### config.mk
export PLATFORM = sky130hd
export DESIGN_NAME = casc_counter
export DESIGN_NICKNAME = d
export VERILOG_FILES = /design/src/rtl/casc_cnt_pkg.sv /design/src/rtl/casc_cnt_next_sel.sv /design/src/rtl/casc_cnt_stage.sv /design/src/rtl/casc_counter.sv
export SDC_FILE = /design/constraint.sdc
export NUM_CORES = 1
export LEC_CHECK = 0
export BUFFER_PORTS_ARGS = -buffer_cell sky130_fd_sc_hd__buf_2
export CAP_MARGIN = 20
export CORE_AREA = 2 2 39 41
export CTS_CLUSTER_DIAMETER = 30
export DETAILED_ROUTE_END_ITERATION = 7
export DIE_AREA = 0 0 41 43
export GPL_TIMING_DRIVEN = 0
export PLACE_DENSITY_LB_ADDON = 0.12
export SYNTH_ARGS = -nofsm -noshare
export SYNTH_HDL_FRONTEND = slang
export SYNTH_SLANG_ARGS = --single-unit
### constraint.sdc
create_clock -name clk -period 1.45 [get_ports clk]
set_input_delay 0.145 -clock clk [delete_from_list [all_inputs] [get_ports clk]]
set_output_delay 0.145 -clock clk [all_outputs]
set_load 0.01 [all_outputs]
### src/rtl/casc_cnt_pkg.sv
package casc_cnt_pkg;
  localparam int NIB_W = 4;
  typedef logic [NIB_W-1:0] nib_t;

  typedef enum logic [1:0] {
    ACT_CLEAR = 2'd0,
    ACT_LOAD  = 2'd1,
    ACT_STEP  = 2'd2,
    ACT_HOLD  = 2'd3
  } act_e;

  // Fixed priority: clear, then preset, then count.
  function automatic act_e pick_act(input logic rst_n, input logic load_n,
                                    input logic en_p, input logic en_t);
    if (!rst_n)           return ACT_CLEAR;
    else if (!load_n)     return ACT_LOAD;
    else if (en_p && en_t) return ACT_STEP;
    else                  return ACT_HOLD;
  endfunction
endpackage

### src/rtl/casc_cnt_next_sel.sv
module casc_cnt_next_sel
  import casc_cnt_pkg::*;
(
  input  nib_t cur,
  input  nib_t din,
  input  logic rst_n,
  input  logic load_n,
  input  logic en_p,
  input  logic en_t,
  output nib_t nxt
);
  act_e act;

  always_comb begin
    act = pick_act(rst_n, load_n, en_p, en_t);
    unique case (act)
      ACT_CLEAR: nxt = '0;
      ACT_LOAD:  nxt = din;
      ACT_STEP:  nxt = cur + nib_t'(1);
      default:   nxt = cur;
    endcase
  end
endmodule

### src/rtl/casc_cnt_stage.sv
module casc_cnt_stage
  import casc_cnt_pkg::*;
(
  input  logic clk,
  input  logic rst_n,
  input  logic load_n,
  input  logic en_p,
  input  logic en_t,
  input  nib_t din,
  output nib_t q,
  output logic tc
);
  nib_t nxt;

  casc_cnt_next_sel u_sel (
    .cur    (q),
    .din    (din),
    .rst_n  (rst_n),
    .load_n (load_n),
    .en_p   (en_p),
    .en_t   (en_t),
    .nxt    (nxt)
  );

  always_ff @(posedge clk) q <= nxt;

  // Carry-out qualified only by the trickle enable, never by en_p.
  assign tc = en_t & (&q);

  AST_CLEAR_WINS: assert property (@(posedge clk)
    !rst_n |=> (q == '0));
  AST_LOAD_WINS: assert property (@(posedge clk) disable iff (!rst_n)
    (rst_n && !load_n) |=> (q == $past(din)));
  AST_HOLD_IDLE: assert property (@(posedge clk) disable iff (!rst_n)
    (rst_n && load_n && !(en_p && en_t)) |=> $stable(q));
  AST_NIB_WRAP: assert property (@(posedge clk) disable iff (!rst_n)
    (rst_n && load_n && en_p && en_t && (q == '1)) |=> (q == '0));
endmodule

### src/rtl/casc_counter.sv
module casc_counter
  import casc_cnt_pkg::*;
#(
  parameter int STAGES = 2
) (
  input  logic                      clk,
  input  logic                      rst_n,
  input  logic                      load_n,
  input  logic [STAGES*NIB_W-1:0]   din,
  input  logic                      cnt_en,
  input  logic                      carry_en,
  output logic [STAGES*NIB_W-1:0]   q,
  output logic                      tc_out
);
  localparam int W = STAGES * NIB_W;

  logic [STAGES:0] trickle;
  assign trickle[0] = carry_en;

  for (genvar i = 0; i < STAGES; i++) begin : g_stage
    casc_cnt_stage u_stage (
      .clk    (clk),
      .rst_n  (rst_n),
      .load_n (load_n),
      .en_p   (cnt_en),
      .en_t   (trickle[i]),
      .din    (din[i*NIB_W +: NIB_W]),
      .q      (q[i*NIB_W +: NIB_W]),
      .tc     (trickle[i+1])
    );
  end

  assign tc_out = trickle[STAGES];

  AST_FLAG_MEANS_FULL: assert property (@(posedge clk) disable iff (!rst_n)
    tc_out |-> (carry_en && (q == '1)));
  AST_FULL_RAISES_FLAG: assert property (@(posedge clk) disable iff (!rst_n)
    (carry_en && (q == '1)) |-> tc_out);
  AST_WIDE_STEP: assert property (@(posedge clk) disable iff (!rst_n)
    (rst_n && load_n && cnt_en && carry_en) |=> (q == W'($past(q) + 1'b1)));
  AST_WIDE_STEP_R3: assert property (@(posedge clk) disable iff (!rst_n)
    (rst_n && load_n && cnt_en && carry_en) |=> (q != $past(q)));
endmodule

Word level (Yosys, flattened, before mapping)
Cells that the tools add are included.
{"block": "op_classes", "addsub": 2, "eq_ne": 4, "muxes": 8, "bitwise": 2, "n_reduce_logical": 8}
{"cell": "$pmux W4 S3", "count": 2}
{"cell": "$add A4 B1 Y4 const B", "count": 2}
{"cell": "$mux W2", "count": 4}
{"cell": "$reduce_and A4 Y1", "count": 2}
{"cell": "$reduce_bool A3 Y1", "count": 2}
{"cell": "$eq A2 B1 Y1 const B", "count": 2}
{"cell": "$eq A2 B2 Y1 const B", "count": 2}
{"cell": "$logic_not A2 Y1", "count": 2}
{"cell": "$and A1 B1 Y1", "count": 2}
{"cell": "$logic_and A1 B1 Y1", "count": 2}
{"cell": "$mux W1", "count": 2}
{"block": "word_totals", "regBits": 8, "out_inout_bits": 9, "elab_cells": 26}

Depth between registers and ports, before layout
Gate-level depths: netlist of the first run.
{"block": "logic_depth", "ltp_word": 8, "mapped_depth": 4, "ltp_nobuf": 4}

Hierarchy
From an unflattened synthesis of the first run, not the netlist that was laid out.
{"block": "hier_totals", "hier_cells": 52, "hier_area_um2": 415.4}
{"module": "casc_cnt_next_sel", "n_inst": 2, "cells_each": 19, "area_per_inst_um2": 115.1}
{"module": "casc_cnt_stage", "n_inst": 2, "cells_each": 7, "area_per_inst_um2": 92.6}

Worst setup path after synthesis of the first run
Ideal clock, no wire load.
{"block": "synth_timing", "kind": "register to register", "from": "reg g_stage[0].u_stage.q[0]", "to": "reg g_stage[1].u_stage.q[0] (enable)", "t_arrival_ps": 1079, "required_ps": 1105, "path_slack_ps": 26, "path_stages_with_launch": 4, "n_path_buf": 0, "cell_sequence": "edfxtp_1 -> ha_1 -> nand3_1 -> o211ai_1"}
{"block": "synth_via", "elab_chain_len": 8, "word_cells_on_any_way": 10, "cone_classes": "eq/ne (2); mux (3); bitwise (1); reduce/logical (4)"}
{"element": "start: declaration", "line_no": "casc_cnt_stage.sv:10", "text": "output nib_t q,"}
{"element": "start signal: assignment", "line_no": "casc_cnt_stage.sv:25", "text": "always_ff @(posedge clk) q <= nxt;"}
{"element": "$reduce_and A4 Y1 (*)", "line_no": "casc_cnt_stage.sv:28", "text": "assign tc = en_t & (&q);"}
{"element": "$and A1 B1 Y1 (*)", "line_no": "casc_cnt_stage.sv:28"}
{"element": "$logic_and A1 B1 Y1 (*)", "line_no": "casc_cnt_pkg.sv:17", "text": "else if (en_p && en_t) return ACT_STEP;"}
{"element": "$mux W1 (*)", "line_no": "casc_cnt_pkg.sv:17"}
{"element": "$mux W2 (*)", "line_no": "casc_cnt_pkg.sv:16", "text": "else if (!load_n) return ACT_LOAD;"}
{"element": "$mux W2 (*)", "line_no": "casc_cnt_pkg.sv:15", "text": "if (!rst_n) return ACT_CLEAR;"}
{"element": "$eq A2 B2 Y1, or another cell as far along", "line_no": "casc_cnt_next_sel.sv:16", "text": "unique case (act)"}
{"element": "$reduce_bool A3 Y1 (no line) (*)"}
{"element": "end signal: assignment", "line_no": "casc_cnt_stage.sv:25"}
{"element": "end: declaration", "line_no": "casc_cnt_stage.sv:10"}
Every way passes the cells marked *; elsewhere a longest branch is shown, timed or not.
A chain may end at the register's enable or synchronous reset.

Final worst setup path of the first run
{"block": "layout_timing", "from": "reg g_stage[0].u_stage.q[0]", "to": "reg g_stage[1].u_stage.q[1] (enable)"}
The elaborated chain is that of the path after synthesis.

==> run metrics, run 1 <==
die width=41 um; Clock Latency Late Sink=0.25 ns; DR vias=404; Async SR Flop Fraction=0%; CTS tree=yes; Die Area=1763 um^2; Post-Layout Cell Count=84; Max Cap Violations=0; critical path's slowest cell=edfxtp_1; CTS Hold Bufs=0; Crit path max-delay family=flip-flops; run status=complete, no violations; Top Ports=22; gpl congestion=0.6651; area share of xor/xnor cells in the synthesized design=7.650%; Max Freq=729.9 MHz; Post-Synth Adder-Cell Area=5.464%; max reg flops=8; antenna violations before repair=0; Synth Area in Compound Gates=14.21%; synthesized netlist net count=55; root buffer cell=clkbuf_4; Final Max Tran Viols=0; main combinational cell family by area after synthesis=simple AND/OR/NAND/NOR gates; Initial Util=33.09%; Synth Area in Simple Gates=16.94%; routed wire length=997 um; drt drc=0; Antenna Violating Nets Remaining=0; post-synthesis sequential area ratio=52.46%; Reg area=240.2 um^2; CP arrival=1.34 ns; number of synthesized flops with an enable pin=8; worst vdd ir=0.0003525 V; Initial DRC Count=6; fin crit share=94.48%; area post-placement=583.1 um^2; Mapped Area=457.9 um^2; # rows=14; Layout area overhead=44.26%; Core ar.=1384 um^2; CP max FO=4; CTS Buf Count=3; # setup viols final=0; mux contribution to synthesized area=0%; CP cell instances=ha_4 -> nand3_4 -> o211ai_1 -> buf_4; startpoint type of the worst setup path=flip-flop; nets@finish=85; Biggest register=g_stage.u_stage.q; dpl cells=77; cell count after synthesis=40; CTS max path bufs=2; Die H=43 um; yosys warns=0; area of the multi-input gates=227.7 um^2; leakage power=0.2916 nW; synthesis-stage register bit count=8; DR pass1 iterations=4; clock-pin slew on the worst setup and hold paths=0.05 ns; vias in the first global route=362; GRT Util Overall=12.72%; largest net degree at the start of global routing=9; routed len/inst=11.87 um; pwr/cell area=839.7 nW/um^2; Crit. End Element=flip-flop; critical path class=reg2reg; delay of the slowest cell on the worst path=0.42 ns; Cell variety after synth=17; global-route wire length before repair=1476 um; Fin. Hold Viols=0; Final Instance Area=660.6 um^2; I/O Buffers=21; Syn Area/Cell=11.45 um^2; detailed-placement wirelength estimate=759.2 um; final global-route overflow total=0; H-tree depth=1; Pwr Total=0.0005547 W; Final Skew=0.0009048 ns; Clock Sink Count=8; Slew @ Worst Pin=0.2108 ns; top_reg_cell synth=edfxtp_1; crit path buf inv count=1; worst path required time=1.42 ns; worst hold path type=in2reg; layout cells sized above 1=52.94%; vias per cell=4.810; biggest regs=g_stage.u_stage.q x8; min Tclk post-route=1.370 ns; Slew headroom=85.89%; FILL cells=147; # diodes=0; setup TNS=0 ns
final timing paths:
path | from | to | slack (ns) | depth (start not counted)
worst min-delay path | din[1] | g_stage[0].u_stage.q[1] | 0.18 | 3
worst min register to register | g_stage[1].u_stage.q[0] | g_stage[1].u_stage.q[0] | 0.66 | 1
worst max-delay path | g_stage[0].u_stage.q[0] | g_stage[1].u_stage.q[1] | 0.08 | 4
worst max register to register | g_stage[0].u_stage.q[0] | g_stage[1].u_stage.q[1] | 0.08 | 4
cells by family (layout without fill, tap and decap cells):
group / count (synthesis) / in the layout
fa+ha+maj: 2 / 2
flops: 8 / 8
simple gates: 15 / 15
buf+inv: 2 / 30
compound gates: 9 / 9
xor+xnor: 4 / 4
through the flow:
stage	util [%]	worst slack, ns	hold slack [ns]
3_5_place_dp	42.13	-0.1527	0.4334
3_3_place_gp	42.13	-0.1574	0.4245
6_report	47.74	0.08001	0.1777
5_1_grt	47.74	-0.002496	0.1794
4_1_cts	45.21	0.01701	0.1720
2_1_floorplan	-	0.02614	0.3304
cell usage after synthesis, types with 2 or more instances:
cell type	n	share of area [%]
a22o_2	3	6.6
edfxtp_1	8	52
ha_1	2	5.5
nand2_1	6	4.9
nand3_1	4	4.4
o21ai_0	4	4.4
xnor2_1	2	3.8
xor2_1	2	3.8
cell type report:
cell class / count / area share, %
clock buffers: 3 / 3.409
repair buffers: 25 / 20.45
flip-flops and latches: 8 / 36.36
multi-input cells: 30 / 34.47
plain buffers: 1 / 1.705
inverters: 1 / 0.5682
well taps: 16 / 3.030
repair_timing:
action / CTS / global route
setup endpoints to repair: 5 / 5
pin swaps: 1 / 2
buffers inserted: 2 / 2
resized for setup: 1 / 3
cell usage in the layout (no fill, tap or decap):
master,Yosys,final
a22o_2,3,3
buf_2,0,21
buf_4,0,4
buf_6,1,1
clkbuf_4,0,3
edfxtp_1,8,8
ha_1,2,1
ha_4,0,1
inv_1,1,1
nand2_1,6,6
nand3_1,4,3
nand3_4,0,1
nand4_1,1,1
nand4_2,1,1
nor2_1,1,1
nor2_2,1,1
nor2b_1,1,1
o211ai_1,1,1
o21ai_0,4,4
o31ai_1,1,1
xnor2_1,2,2
xor2_1,2,2
worst register-to-register path: stages, from the launching register on:
cell and delay [ns]:
edfxtp_1 0.42, ha_4 0.18, nand3_4 0.09, o211ai_1 0.22
buf_4 0.18
power by group:
part	switching [W]	leakage, nW	internal, W
logic	0.0000448	0.189	0.0000492
clock network	0.0000706	0.0138	0.0000944
registers	0.0000202	0.0889	0.000276
metal layers:
layer	vias up	track usage [%]	wire length [um]
met3	0	3.141	54
met1	181	15.44	437
li1	208	-	-
met2	15	19.06	505
met5	-	0	0
met4	0	8.000	0
Note: power is estimated with default switching activity, not from simulation.
==> run 2: changes to the inputs <==
--- a/config.mk
+++ b/config.mk
@@ -7,12 +7,15 @@
 export LEC_CHECK = 0
 export BUFFER_PORTS_ARGS = -buffer_cell sky130_fd_sc_hd__buf_2
 export CAP_MARGIN = 20
-export CORE_AREA = 2 2 39 41
+export CELL_PAD_IN_SITES_DETAIL_PLACEMENT = 0
+export CELL_PAD_IN_SITES_GLOBAL_PLACEMENT = 1
+export CORE_UTILIZATION = 31
 export CTS_CLUSTER_DIAMETER = 30
 export DETAILED_ROUTE_END_ITERATION = 7
-export DIE_AREA = 0 0 41 43
 export GPL_TIMING_DRIVEN = 0
 export PLACE_DENSITY_LB_ADDON = 0.12
+export RECOVER_POWER = 50
+export SKIP_LAST_GASP = 1
 export SYNTH_ARGS = -nofsm -noshare
 export SYNTH_HDL_FRONTEND = slang
 export SYNTH_SLANG_ARGS = --single-unit
==> run metrics, run 2 (synthesized netlist as in run 1, its figures left out) <==
run status=complete, no violations (unchanged); RSZ-0062 raised after global routing=false; # diodes=0 (unchanged); Layout area overhead=36.34% (was 44.26%); worst hold path type=in2reg (unchanged); max reg flops=8 (unchanged); Initial Util=34.33% (was 33.09%); most frequent cells in the layout=13 x buf_2, 8 x edfxtp_1, 8 x clkbuf_1 (was 21 x buf_2, 8 x edfxtp_1, 6 x nand2_1); min Tclk post-route=1.364 ns (was 1.370 ns); # setup viols final=0 (unchanged); CTS Hold Bufs=0 (unchanged); Biggest register=g_stage.u_stage.q (unchanged); CP arrival=1.33 ns (was 1.34 ns); Die Area=1635 um^2 (was 1763 um^2); pwr/cell area=881.6 nW/um^2 (was 839.7 nW/um^2); CTS max path bufs=2 (unchanged); H-tree depth=1 (unchanged); Post-Layout Cell Count=81 (was 84); Die H=40.44 um (was 43 um); Initial DRC Count=9 (was 6); Clock Sink Count=8 (unchanged); FILL cells=139 (was 147); Slew headroom=86.15% (was 85.89%); CTS tree=yes (unchanged); Final Skew=0.006162 ns (was 0.0009048 ns); worst vdd ir=0.0006754 V (was 0.0003525 V); # rows=13 (was 14); root buffer cell=clkbuf_4 (unchanged); routed wire length=999 um (was 997 um); Top Ports=22 (unchanged); DR pass1 iterations=2 (was 4); antenna violations before repair=0 (unchanged); vias in the first global route=379 (was 362); clock-pin slew on the worst setup and hold paths=0.05 ns (about the same); Final Max Tran Viols=0 (unchanged); drt drc=0 (unchanged); global-route wire length before repair=1593 um (was 1476 um); biggest regs=g_stage.u_stage.q x8 (unchanged); dpl cells=76 (was 77); CTS Buf Count=3 (unchanged); Clock Latency Late Sink=0.25 ns (about the same); Core ar.=1334 um^2 (was 1384 um^2); detailed-placement wirelength estimate=740.1 um (was 759.2 um); fin crit share=94.08% (was 94.48%); leakage power=0.2552 nW (was 0.2916 nW); nets@finish=83 (was 85); gpl congestion=0.6969 (was 0.6651); worst path required time=1.42 ns (about the same); Antenna Violating Nets Remaining=0 (unchanged); routed len/inst=12.33 um (was 11.87 um); area of the multi-input gates=217.7 um^2 (was 227.7 um^2); Max Freq=733.0 MHz (was 729.9 MHz); I/O Buffers=21 (unchanged); die width=40.44 um (was 41 um); largest net degree at the start of global routing=9 (unchanged); Crit. End Element=flip-flop (unchanged); Fin. Hold Viols=0 (unchanged); Reg area=240.2 um^2 (unchanged); vias per cell=4.975 (was 4.810); Final Hold Slack=0.1666 ns (was 0.1777 ns); setup TNS=0 ns (unchanged); startpoint type of the worst setup path=flip-flop (unchanged); CP max FO=4 (unchanged); layout cells sized above 1=39.39% (was 52.94%); critical path class=reg2reg (unchanged); GRT Util Overall=15.90% (was 12.72%); final global-route overflow total=0 (unchanged); DR vias=403 (was 404); most common cell after layout, fill and taps aside=buf_2 (unchanged); Max Cap Violations=0 (unchanged); Slew @ Worst Pin=0.2059 ns (was 0.2108 ns)
-- run 2: cell count changes in the layout (fill, tap and decap cells not counted), sizes merged --
| cell | before | now |
|---|---|---|
| buf | 26 | 16 |
| clkbuf | 3 | 11 |
-- run 2: worst paths after layout --
path | startpoint | end | slack [ns] | cells after the start
worst max-delay path | g_stage[0].u_stage.q[0] | g_stage[1].u_stage.q[3] | 0.09 | 4
worst min register to register | g_stage[0].u_stage.q[0] | g_stage[0].u_stage.q[0] | 0.65 | 1
worst min-delay path | din[2] | g_stage[0].u_stage.q[2] | 0.17 | 3
worst max register to register | g_stage[0].u_stage.q[0] | g_stage[1].u_stage.q[3] | 0.09 | 4
-- run 2: area by class of cell --
| class | count | area share [%] |
|---|---|---|
| tap | 15 | 3.006 |
| sequential | 8 | 38.48 |
| multi-input combinational | 30 | 34.87 |
| clock buffer | 3 | 3.607 |
| buffer | 1 | 1.804 |
| inverter | 1 | 0.6012 |
| timing repair buffer | 23 | 17.64 |
-- run 2: where the power goes --
| part | internal [W] | total (W) | switching, W |
|---|---|---|---|
| clock | 0.0000945 | 0.000167 | 0.0000726 |
| sequential | 0.000276 | 0.000294 | 0.0000182 |
| combinational | 0.0000445 | 0.0000894 | 0.0000450 |
| total | 0.000415 | 0.000550 | 0.000136 |
-- run 2: routing by layer --
metal	vias to the layer above	routed length, um	track usage (%)
met5	-	0	0
li1	205	-	-
met3	2	83	10.00
met4	0	6	5.000
met2	16	517	26.19
met1	180	392	16.44
-- run 2: critical path, cell delays in order (launching register included) --
cell and delay, ns:
edfxtp_1 0.38, ha_2 0.24, nand3_4 0.11, o211ai_1 0.19, buf_4 0.16
-- run 2: what timing repair did --
action	4_1_cts	5_1_grt
gates resized for setup	1	2
setup buffers	1	1
setup endpoints to repair	5	5
pin swaps	1	2
gates cloned	0	0
-- run 2: stage by stage --
stage | worst slack, ns | cell area, um^2 | power [W] | utilization, %
2_1_floorplan | 0.02614 | 457.9 | 0.0003385 | -
3_3_place_gp | -0.1595 | 581.8 | 0.0003834 | 43.62
3_5_place_dp | -0.1407 | 581.8 | 0.0003830 | 43.62
4_1_cts | 0.02092 | 616.8 | 0.0005598 | 46.25
5_1_grt | 0.002132 | 624.3 | 0.0005840 | 46.81
6_report | 0.08579 | 624.3 | 0.0005504 | 46.81
